### config.mk
export PLATFORM = sky130hd
export DESIGN_NAME = dma_evt_flags
export DESIGN_NICKNAME = d
export VERILOG_FILES = /design/src/rtl/dma_evt_pkg.sv /design/src/rtl/dma_addr_limit.sv /design/src/rtl/dma_cnt_watch.sv /design/src/rtl/dma_flag_bank.sv /design/src/rtl/dma_irq_gen.sv /design/src/rtl/dma_evt_flags.sv
export SDC_FILE = /design/constraint.sdc
export NUM_CORES = 1
export LEC_CHECK = 0
export BUFFER_PORTS_ARGS = -buffer_cell sky130_fd_sc_hd__buf_4
export CAP_MARGIN = 20
export CORE_ASPECT_RATIO = 0.7
export CORE_MARGIN = 4
export CORE_UTILIZATION = 50
export CTS_CLUSTER_DIAMETER = 50
export DETAILED_ROUTE_END_ITERATION = 6
export HOLD_SLACK_MARGIN = 0.02
export MAX_ROUTING_LAYER = met4
export PLACE_DENSITY = 0.92
export SLEW_MARGIN = 20
export SYNTH_ARGS = -nofsm -noshare
export SYNTH_HDL_FRONTEND = slang
export SYNTH_SLANG_ARGS = --single-unit
### constraint.sdc
create_clock -name clk_i -period 5.1 [get_ports clk_i]
set_clock_uncertainty 0.1 [all_clocks]
set_input_delay 1.02 -clock clk_i [delete_from_list [all_inputs] [get_ports clk_i]]
set_output_delay 1.02 -clock clk_i [all_outputs]
set_load 0.02 [all_outputs]
### src/rtl/dma_evt_pkg.sv
package dma_evt_pkg;
  localparam int unsigned REG_W    = 16;
  localparam int unsigned SEL_W    = 7;
  localparam int unsigned SEL_LSB  = 8;
  localparam int unsigned BIT_NWP  = 15;
  localparam int unsigned BIT_HEN  = 0;
  localparam int unsigned FLAG_LSB = 3;
  localparam int unsigned NUM_EVT  = 5;

  // event index; register bit = FLAG_LSB + index
  typedef enum logic [2:0] {
    EV_OVR  = 3'd0,
    EV_HALF = 3'd1,
    EV_DONE = 3'd2,
    EV_LO   = 3'd3,
    EV_HI   = 3'd4
  } evt_e;

  typedef logic [NUM_EVT-1:0] evt_vec_t;
endpackage

### src/rtl/dma_addr_limit.sv
module dma_addr_limit #(
  parameter int unsigned    AW      = 16,
  parameter logic [AW-1:0]  RAM_TOP = 16'h7FFF,
  parameter logic [AW-1:0]  SFR_TOP = 16'h07FF
) (
  input  logic          acc_valid_i,
  input  logic [AW-1:0] acc_addr_i,
  input  logic [AW-1:0] lim_hi_i,
  input  logic [AW-1:0] lim_lo_i,
  output logic          hi_o,
  output logic          lo_o
);
  logic over_lim, over_ram, under_lim, above_sfr;

  always_comb begin
    over_lim  = acc_addr_i > lim_hi_i;
    over_ram  = acc_addr_i > RAM_TOP;
    under_lim = acc_addr_i < lim_lo_i;
    above_sfr = acc_addr_i > SFR_TOP;
    hi_o      = acc_valid_i && (over_lim || over_ram);
    lo_o      = acc_valid_i && under_lim && above_sfr;
  end
endmodule

### src/rtl/dma_cnt_watch.sv
module dma_cnt_watch #(
  parameter int unsigned CW = 16
) (
  input  logic          clk_i,
  input  logic          rst_ni,
  input  logic [CW-1:0] cnt_init_i,
  input  logic [CW-1:0] cnt_cur_i,
  input  logic          sess_end_i,
  output logic          half_o,
  output logic          done_o
);
  localparam logic [CW-1:0] MIN_INIT = CW'(2);

  logic [CW-1:0] cnt_prev_q;
  logic [CW-1:0] half_mark;
  logic          moved_down;

  always_ff @(posedge clk_i or negedge rst_ni) begin
    if (!rst_ni) cnt_prev_q <= '0;
    else         cnt_prev_q <= cnt_cur_i;
  end

  always_comb begin
    half_mark  = cnt_init_i >> 1;
    moved_down = cnt_prev_q > cnt_cur_i;
    half_o     = (cnt_init_i >= MIN_INIT) && moved_down && (cnt_cur_i == half_mark);
    done_o     = sess_end_i && (cnt_cur_i == '0);
  end
endmodule

### src/rtl/dma_flag_bank.sv
module dma_flag_bank #(
  parameter int unsigned N = 5
) (
  input  logic         clk_i,
  input  logic         rst_ni,
  input  logic [N-1:0] evt_i,
  input  logic         sw_we_i,
  input  logic [N-1:0] sw_wdata_i,
  output logic [N-1:0] flags_o
);
  for (genvar g = 0; g < N; g++) begin : g_flag
    logic flag_q;
    always_ff @(posedge clk_i or negedge rst_ni) begin
      if (!rst_ni)          flag_q <= 1'b0;
      else if (evt_i[g])    flag_q <= 1'b1;       // hw set beats sw clear
      else if (sw_we_i)     flag_q <= sw_wdata_i[g];
    end
    assign flags_o[g] = flag_q;
  end
endmodule

### src/rtl/dma_irq_gen.sv
module dma_irq_gen
  import dma_evt_pkg::*;
(
  input  logic     clk_i,
  input  logic     rst_ni,
  input  evt_vec_t evt_i,
  input  logic     half_en_i,
  output logic     irq_o
);
  evt_vec_t mask;
  logic     irq_q;

  always_comb begin
    mask          = '1;
    mask[EV_HALF] = half_en_i;
  end

  always_ff @(posedge clk_i or negedge rst_ni) begin
    if (!rst_ni) irq_q <= 1'b0;
    else         irq_q <= |(evt_i & mask);
  end

  assign irq_o = irq_q;
endmodule

### src/rtl/dma_evt_flags.sv
module dma_evt_flags
  import dma_evt_pkg::*;
#(
  parameter int unsigned   AW      = 16,
  parameter int unsigned   CW      = 16,
  parameter logic [AW-1:0] RAM_TOP = 16'h7FFF,
  parameter logic [AW-1:0] SFR_TOP = 16'h07FF
) (
  input  logic              clk_i,
  input  logic              rst_ni,
  input  logic              acc_valid_i,
  input  logic [AW-1:0]     acc_addr_i,
  input  logic [AW-1:0]     lim_hi_i,
  input  logic [AW-1:0]     lim_lo_i,
  input  logic [CW-1:0]     cnt_init_i,
  input  logic [CW-1:0]     cnt_cur_i,
  input  logic              sess_end_i,
  input  logic              trig_i,
  input  logic              busy_i,
  input  logic              nw_load_i,
  input  logic              nw_store_i,
  input  logic              reg_wr_i,
  input  logic [REG_W-1:0]  reg_wdata_i,
  output logic [REG_W-1:0]  reg_rdata_o,
  output logic [SEL_W-1:0]  trig_sel_o,
  output logic              irq_o
);
  localparam int unsigned FLAG_MSB = FLAG_LSB + NUM_EVT - 1;

  logic       hi_evt, lo_evt, half_evt, done_evt, ovr_evt;
  evt_vec_t   evt_vec, flags;
  logic       hw_evt_any;

  logic             nwp_q, hen_q;
  logic [SEL_W-1:0] sel_q;

  dma_addr_limit #(.AW(AW), .RAM_TOP(RAM_TOP), .SFR_TOP(SFR_TOP)) u_lim (
    .acc_valid_i (acc_valid_i),
    .acc_addr_i  (acc_addr_i),
    .lim_hi_i    (lim_hi_i),
    .lim_lo_i    (lim_lo_i),
    .hi_o        (hi_evt),
    .lo_o        (lo_evt)
  );

  dma_cnt_watch #(.CW(CW)) u_cnt (
    .clk_i      (clk_i),
    .rst_ni     (rst_ni),
    .cnt_init_i (cnt_init_i),
    .cnt_cur_i  (cnt_cur_i),
    .sess_end_i (sess_end_i),
    .half_o     (half_evt),
    .done_o     (done_evt)
  );

  assign ovr_evt = trig_i && busy_i;

  always_comb begin
    evt_vec          = '0;
    evt_vec[EV_HI]   = hi_evt;
    evt_vec[EV_LO]   = lo_evt;
    evt_vec[EV_DONE] = done_evt;
    evt_vec[EV_HALF] = half_evt;
    evt_vec[EV_OVR]  = ovr_evt;
    hw_evt_any       = |evt_vec;
  end

  dma_flag_bank #(.N(NUM_EVT)) u_flags (
    .clk_i      (clk_i),
    .rst_ni     (rst_ni),
    .evt_i      (evt_vec),
    .sw_we_i    (reg_wr_i),
    .sw_wdata_i (reg_wdata_i[FLAG_MSB:FLAG_LSB]),
    .flags_o    (flags)
  );

  dma_irq_gen u_irq (
    .clk_i     (clk_i),
    .rst_ni    (rst_ni),
    .evt_i     (evt_vec),
    .half_en_i (hen_q),
    .irq_o     (irq_o)
  );

  // control fields and null-write pending bit
  always_ff @(posedge clk_i or negedge rst_ni) begin
    if (!rst_ni) begin
      sel_q <= '0;
      hen_q <= 1'b0;
    end else if (reg_wr_i) begin
      sel_q <= reg_wdata_i[SEL_LSB +: SEL_W];
      hen_q <= reg_wdata_i[BIT_HEN];
    end
  end

  always_ff @(posedge clk_i or negedge rst_ni) begin
    if (!rst_ni)         nwp_q <= 1'b0;
    else if (nw_load_i)  nwp_q <= 1'b1;
    else if (nw_store_i) nwp_q <= 1'b0;
    else if (reg_wr_i)   nwp_q <= reg_wdata_i[BIT_NWP];
  end

  always_comb begin
    reg_rdata_o                          = '0;
    reg_rdata_o[BIT_NWP]                 = nwp_q;
    reg_rdata_o[SEL_LSB +: SEL_W]        = sel_q;
    reg_rdata_o[FLAG_MSB:FLAG_LSB]       = flags;
    reg_rdata_o[BIT_HEN]                 = hen_q;
  end

  assign trig_sel_o = sel_q;
endmodule

After elaboration in Yosys (flattened, before gate mapping)
Cells that the tools add are included.

storage, ports and cells
  register bits after elaboration = 31
  input bits = 105
  output and inout bits = 24

cells by class
  equal/unequal tests = 1
  magnitude comparators = 6
  bitwise logic cells = 1
  reductions and logical operators = 16
  mux-type cells = 13

operators with widths
  operator              number
  $gt 16x16->1          2
  $eq 16x15->1          1
  $ge 16x2->1 const B   1
  $gt 16x11->1 const B  1
  $gt 16x15->1 const B  1
  $logic_not 16->1      1
  $lt 16x16->1          1
  $mux 1                13
  $reduce_bool 2->1     5
  $logic_and 1x1->1     7
  $and 5x5->5           1
  $reduce_or 5->1       1
  $reduce_bool 3->1     1
  $logic_or 1x1->1      1

Logic depth before layout (Yosys ltp)
Gate-level depths: netlist (run 1).

  depth in word-level cells = 5
  gate-level depth with buffers = 8

Modules after synthesis
Synthesis (run 1) repeated with hierarchy kept, for this count alone.

unflattened totals
  cells, all modules = 278
  area, all modules = 2648.8 um2

modules (own cells, without submodules)
  module          cells an instance  area each (um2)  instances
  dma_cnt_watch   106                1054.8           1
  dma_addr_limit  114                829.5            1
  dma_evt_flags   33                 466.7            1
  dma_flag_bank   21                 259.0            1
  dma_irq_gen     4                  38.8             1

Worst setup path before layout (run 1)
Ideal clock, no wire load.

  path type = input port to flip-flop
  start = input port cnt_cur_i[14]
  end = register u_irq.irq_q, in the netlist u_irq.irq_o
  required time = 4.876 ns
  stages = 8
  arrival time = 2.390 ns
  setup slack = 2.486 ns
  path buffers = 0
  cell sequence = inv_1 > ha_1 > a21oi_1 > nand2_1 > a221o_1 > a211oi_1 > nor3b_1 > a211o_1

on the way
  word-level cells in the longest chain between the ends = 5
  elaborated cells on any way between the ends = 8
  those cells by class = order compare: 1; eq/ne: 1; bitwise: 1; reduce/logical: 5

RTL lines
  what                             RTL line             RTL
  start, declared                  dma_evt_flags.sv:16  input logic [CW-1:0] cnt_cur_i,
  $gt 16x16->1                     dma_cnt_watch.sv:25  moved_down = cnt_prev_q > cnt_cur_i;
  $logic_and 1x1->1 (2 in series)  dma_cnt_watch.sv:26  half_o = (cnt_init_i >= MIN_INIT) && moved_down && (cnt_cur_i == half_mark);
  $and 5x5->5 *                    dma_irq_gen.sv:20    else irq_q <= |(evt_i & mask);
  $reduce_or 5->1 *                dma_irq_gen.sv:20
  end signal, assigned             dma_irq_gen.sv:20
  end, declared                    dma_irq_gen.sv:11    logic irq_q;

Mark *: on every way between the ends. The rest lies on a longest branch, timed or not.
A chain may end at the register's enable or synchronous reset.

Worst setup path in the final report (run 1)
Ends and elaborated chain as after synthesis.

==> qor.yml, run 1 <==
post-layout-total-power_mw: 0.709
cts_hold_buf: 0
finalMaxSlewViolations: 0
cp_cell_instances: "buf_4, inv_1, ha_1, nand4_1, nor4_1, a211oi_1, nor3b_1, a211o_1"
worst-setup-path-type: "in -> reg"
timing.hold.worst.class: "reg -> reg"
crit_path_max_delay_cell_type: "sky130_fd_sc_hd__nor4_1"
clock_latency_reported_for_the_late_side_of_the_worst_skew_pair_ns: 0.28
yosysWarnings: 0
cts_inserted_buffers: 5
clock-sinks: 31
setup_ws_ns: 2.35
drt_drc_violations_left: 0
synth_enable_flop_cells: 0
synth.ff_latch_count: 31
post_drt_wl_per_cell_um: 15.3
hpwl_um: 6170
worst_setup_path_start_kind: "input pin"
cts-root-to-sink-buffers: 2
netlist_area_um2: 2560
slew_worst_pin_ns: 0.495
critical_path.max_stage_delay_ns: 0.50
dieWidth_um: 93.5
synth_cell_type_count: 38
number_of_nets_at_the_end_of_the_flow: 546
vdd_drop_max_mv: 0.240
netlist_instances: 281
worst_path_dominant_cell_family: "simple AND/OR/NAND/NOR gates"
critPathMaxFanout: 4
worstPathRequired_ns: 5.21
finalSetupViolCount: 0
avgSynthCellArea_um2: 9.11
cap_viol_max_count: 0
grt_setup_unrepaired: "no"
dp_worst_setup_slack_ns: 2.13
static_power_due_to_leakage_nw: 1.90
run_status: "finished, final reports clean"
worst-path-buf-inv: 2
route.layer.met1.wl_um: 3170
crit_end_element: "flip-flop"
area_growth_syn_to_layout_pct: 37.8
antenna_found_initial: 0
timing.critical_path.arrival_ns: 2.86
globalplace.congestion: 0.872
wl_um: 7110
clock_tree.htree_level_count: 2
vias_per_cell: 5.19
antennaDiodeCount: 0
cts.reportedPaths.clkPinSlew_ns: 0.07
row_count: 21
antenna_violating_nets_post_route: 0
synth-seq-area-share_pct: 30.3
global_route.usage.total_pct: 23.4
fp.dieH_um: 67.9
clock.fmax_mhz: 364
detailedRoute.firstPassIterationCount: 4
number_of_instances_resized_during_post_cts_repair: 0
placement.io_buffers: 123
die_area_um2: 6350
final_min_period_over_clock_period_pct: 53.9
first_global_vias: 2460
top_layer: "met4"
initialDrtViolationCount: 81
detailroute.wirelength.met2_um: 3350
tritoncts: "yes"
async_reset_ff_share_pct: 100
root_buffer: "sky130_fd_sc_hd__clkbuf_8"
cts_post_setup_buffers_inserted: 0
final.min_clock_period_ns: 2.75
boundaryPins: 129
grt_overflow: 0
setup-tns-final_ns: 0
floorplan.initialDensity_pct: 52.7
hold_violations: 0
maximum_number_of_pins_on_one_net_before_global_route_repair: 32
cellPowerDensity_nw_per_um2: 201
coreArea_um2: 4860
slew_headroom_pct: 66.6
dominantRegCellSynth: "sky130_fd_sc_hd__dfrtp_1"
grt_first_pass_wirelength_um: 11100
vias: 2409
drive_gt1_share_pct: 35.4
wl_met3_um: 479
==> power by group <==
part	internal (mW)	switching, mW
sequential	0.264	0.0102
combinational	0.128	0.124
clock	0.0956	0.0857
total	0.488	0.220
==> metal layers <==
layer	vias to the layer above	GRT usage, %
met5	-	-
met4	0	6.67
met3	10	6.26
met2	87	38.1
met1	1118	29.1
li1	1194	-
==> cell families after synthesis <==
family,Yosys count,share of synthesized area [%]
buffers and inverters,67,12.2
AND/OR/NAND/NOR,63,12.9
adder cells (fa/ha/maj),47,23.0
AO/OA/AOI/OAI,45,11.3
flip-flops,31,30.3
XOR/XNOR,15,5.13
multiplexers,12,5.08
other,1,0.146
==> flip-flops by register name, summed over array words and instances (netlist names) <==
name                   flops
u_cnt.cnt_prev_q          16
hen_q                      1
trig_sel_o                 7
u_flags.g_flag.flag_q      5
u_irq.irq_o                1
nwp_q                      1
==> path summary, 6_finish.rpt <==
kind / depth (start not counted) / to / slack (ns) / start
max in group asynchronous: 1 / trig_sel_o[6]$_DFFE_PN0P_ / 4.04 / rst_ni
worst min register to register: 2 / u_flags.g_flag[2].flag_q$_DFFE_PN0P_ / 0.41 / u_flags.g_flag[2].flag_q$_DFFE_PN0P_
min in group asynchronous: 1 / u_cnt.cnt_prev_q[11]$_DFF_PN0_ / 0.56 / rst_ni
worst min-delay path: 2 / u_flags.g_flag[2].flag_q$_DFFE_PN0P_ / 0.41 / u_flags.g_flag[2].flag_q$_DFFE_PN0P_
worst max-delay path: 8 / u_irq.irq_o$_DFF_PN0_ / 2.35 / cnt_cur_i[14]
worst max register to register: 6 / u_irq.irq_o$_DFF_PN0_ / 2.89 / u_cnt.cnt_prev_q[14]$_DFF_PN0_
==> per-stage QoR <==
step                instance area (µm²)  std cells  hold slack, ns  util (%)
floorplan                          2560        282           0.365         -
finish                             3530        464           0.407      72.6
CTS                                3530        464           0.406      72.6
detailed placement                 3450        456           0.391      70.9
global placement                   3450        456           0.381      70.9
global route                       3530        464           0.453      72.6
==> worst register-to-register path, delay by kind of cell, from the launching register on <==
kind / cells / cell delay (ns)
DFF: 1 / 0.36
adders and majority gates: 1 / 0.31
AOI/OAI and AO/OA: 2 / 0.33
and+or+nand+nor: 3 / 1.05
==> cell usage in the layout (no fill, tap or decap), types with 10 or more instances in the layout <==
cell type	synthesis	layout
sky130_fd_sc_hd__a21oi_1	15	15
sky130_fd_sc_hd__buf_4	16	123
sky130_fd_sc_hd__dfrtp_1	31	31
sky130_fd_sc_hd__ha_1	47	47
sky130_fd_sc_hd__inv_1	49	49
sky130_fd_sc_hd__nand2_1	18	18
sky130_fd_sc_hd__nand4_1	10	10
sky130_fd_sc_hd__nor4_1	10	10
==> cell type report <==
type                            instances  area (µm²)
Clock buffer                            7        76.3
Clock inverter                          1        5.00
Fill cell                             384        1330
Inverter                               49         184
Multi-Input combinational cell        184        1480
Sequential cell                        31         776
Tap cell                               69        86.3
Timing Repair Buffer                  123         923
==> synthesized netlist by cell type, drive strengths merged (7+ instances only) <==
cell / n / share of area (%)
a211oi: 7 / 2.1
a21oi: 16 / 3.3
buf: 17 / 4.8
dfrtp: 31 / 30
ha: 47 / 23
inv: 49 / 7.2
mux2: 8 / 3.5
nand2: 18 / 2.6
nand4: 10 / 2.4
nor2: 8 / 1.2
nor4: 10 / 2.4
o21ai: 8 / 1.7
xnor2: 7 / 2.4
xor2: 8 / 2.7
No activity file was read; power rests on OpenSTA's default activity.
==> run 2, diff against run 1 <==
Settings changed: CORE_UTILIZATION 50 to 42, PLACE_DENSITY 0.92 to 0.82.
Clock period 5.1 ns to 2.3 ns, I/O delays scaled along.
==> run 2 against run 1 <==
  * Clock power rose to 2.6 times the previous value
  * Critical path depth fell by 2
  * Highest routed layer unchanged
  * Die area rose by 17%
  * Combinational power rose by 130%
  * Final area rose by 3.6%
  * Wire length rose by 1.0%
  * Hold slack got worse by 0.21 ns
==> qor.yml, run 2 (synthesis results as in run 1) <==
finalSetupViolCount: 0
drive_gt1_share_pct: 37.5
clock.fmax_mhz: 476
area_growth_syn_to_layout_pct: 42.7
post-layout-total-power_mw: 1.66
final.min_clock_period_ns: 2.10
static_power_due_to_leakage_nw: 1.97
dieWidth_um: 101
finalMaxSlewViolations: 0
timing.hold.worst.class: "in -> reg"
share_comb_of_total_power_pct: 34.8
antenna_violating_nets_post_route: 0
hold_violations: 0
multiInputGateArea_um2: 1480
initialDrtViolationCount: 89
clock_power_share_pct: 28.8
number_of_instances_resized_during_post_cts_repair: 0
vdd_drop_max_mv: 0.286
wl_um: 7180
internal_power_mw: 1.16
globalplace.congestion: 0.940
sw_frac_of_total_pct: 30.4
vias_per_cell: 4.98
grt_setup_unrepaired: "no"
grt_overflow: 0
coreArea_um2: 5810
vias: 2403
clock_latency_reported_for_the_late_side_of_the_worst_skew_pair_ns: 0.29
clock_tree.htree_level_count: 2
largest_register_ff_count: 16
worst-setup-path-type: "reg -> reg"
boundaryPins: 129
clock-sinks: 31
cellPowerDensity_nw_per_um2: 456
cap_viol_max_count: 0
maximum_number_of_pins_on_one_net_before_global_route_repair: 32
tritoncts: "yes"
critPathMaxFanout: 3
crit_end_element: "flip-flop"
share_seq_of_total_power_pct: 36.4
number_of_nets_at_the_end_of_the_flow: 559
run_status: "finished, final reports clean"
reg2reg_slack_ns: 0.20
die_area_um2: 7430
worst_setup_path_start_kind: "flip-flop"
floorplan.initialDensity_pct: 44.1
grt_first_pass_wirelength_um: 11300
post_drt_wl_per_cell_um: 14.9
row_count: 23
layout.cells.most_common_list: "sky130_fd_sc_hd__buf_4 (135), sky130_fd_sc_hd__inv_1 (49), sky130_fd_sc_hd__ha_1 (47)"
postPlaceCellArea_um2: 3540
placement.io_buffers: 123
detailedRoute.firstPassIterationCount: 6
drt_drc_violations_left: 0
postLayoutCoreUtil_pct: 62.9
antenna_found_initial: 0
first_global_vias: 2520
fin_area_um2: 3650
root_buffer: "sky130_fd_sc_hd__clkbuf_8"
commonest_non_fill_non_tap_cell_in_the_layout: "sky130_fd_sc_hd__buf_4"
fp.dieH_um: 73.3
cts-root-to-sink-buffers: 2
cts.reportedPaths.clkPinSlew_ns: 0.07
global_route.usage.total_pct: 19.7
area_used_by_sequential_logic_in_the_layout_um2: 776
power.switching_mw: 0.506
hpwl_um: 6260
antennaDiodeCount: 0
cts_inserted_buffers: 5
timing.critical_path.arrival_ns: 2.18
worstPathRequired_ns: 2.38
fillers: 522
final_min_period_over_clock_period_pct: 91.3
largest-register: "u_cnt.cnt_prev_q"
-- run 2: layout make-up --
| cell class | instances | area share [%] |
|---|---|---|
| inverters | 49 | 5.03 |
| flip-flops and latches | 31 | 21.2 |
| well taps | 75 | 2.57 |
| repair buffers | 136 | 28.0 |
| clock buffers | 8 | 2.74 |
| multi-input cells | 184 | 40.4 |
-- run 2: worst max-delay path: stages (launching register included) --
cell and delay [ns]:
sky130_fd_sc_hd__dfrtp_1 0.37, sky130_fd_sc_hd__ha_1 0.31, sky130_fd_sc_hd__nand4_1 0.18, sky130_fd_sc_hd__nor4_1 0.44, sky130_fd_sc_hd__a211oi_1 0.12, sky130_fd_sc_hd__nor3b_1 0.17
sky130_fd_sc_hd__a211o_1 0.29
-- run 2: final timing paths --
check                                                      from                              endpoint  depth (start not counted)
max                              u_cnt.cnt_prev_q[15]$_DFF_PN0_                 u_irq.irq_o$_DFF_PN0_                          6
min                                               cnt_cur_i[15]        u_cnt.cnt_prev_q[15]$_DFF_PN0_                          1
max in group asynchronous                                rst_ni  u_flags.g_flag[2].flag_q$_DFFE_PN0P_                          2
min in group asynchronous                                rst_ni        u_cnt.cnt_prev_q[11]$_DFF_PN0_                          2
min reg2reg                u_flags.g_flag[0].flag_q$_DFFE_PN0P_  u_flags.g_flag[0].flag_q$_DFFE_PN0P_                          2
max reg2reg                      u_cnt.cnt_prev_q[15]$_DFF_PN0_                 u_irq.irq_o$_DFF_PN0_                          6
-- run 2: per-stage QoR --
step | setup TNS (ns) | instances | worst slack, ns | hold slack, ns
after CTS | 0 | 483 | 0.234 | 0.191
after global placement | -0.00383 | 474 | -0.00383 | 0.313
final | 0 | 483 | 0.201 | 0.196
after detailed placement | 0 | 474 | 0.00879 | 0.314
after global routing | 0 | 483 | 0.0704 | 0.188
after floorplan | 0 | 282 | 0.246 | 0.0644
-- run 2: what timing repair did --
item / CTS / global route
hold buffers: 1 / 0
hold endpoints to repair: 31 / 0
setup buffers: 0 / 0
-- run 2: power by group through the flow --
stage	clock network, mW	logic [mW]	registers [mW]
4_1_cts	0.490	0.583	0.607
2_1_floorplan	0	0.286	0.632
3_5_place_dp	0	0.578	0.617
6_report	0.479	0.579	0.607
3_3_place_gp	0	0.560	0.615
5_1_grt	0.513	0.640	0.612
-- run 2: layer usage --
metal,up-vias,wire [µm],GRT usage [%]
li1,1212,-,-
met1,1111,3200,24.9
met2,73,3440,32.2
met3,7,473,5.50
met4,0,70,3.69
met5,-,0,-
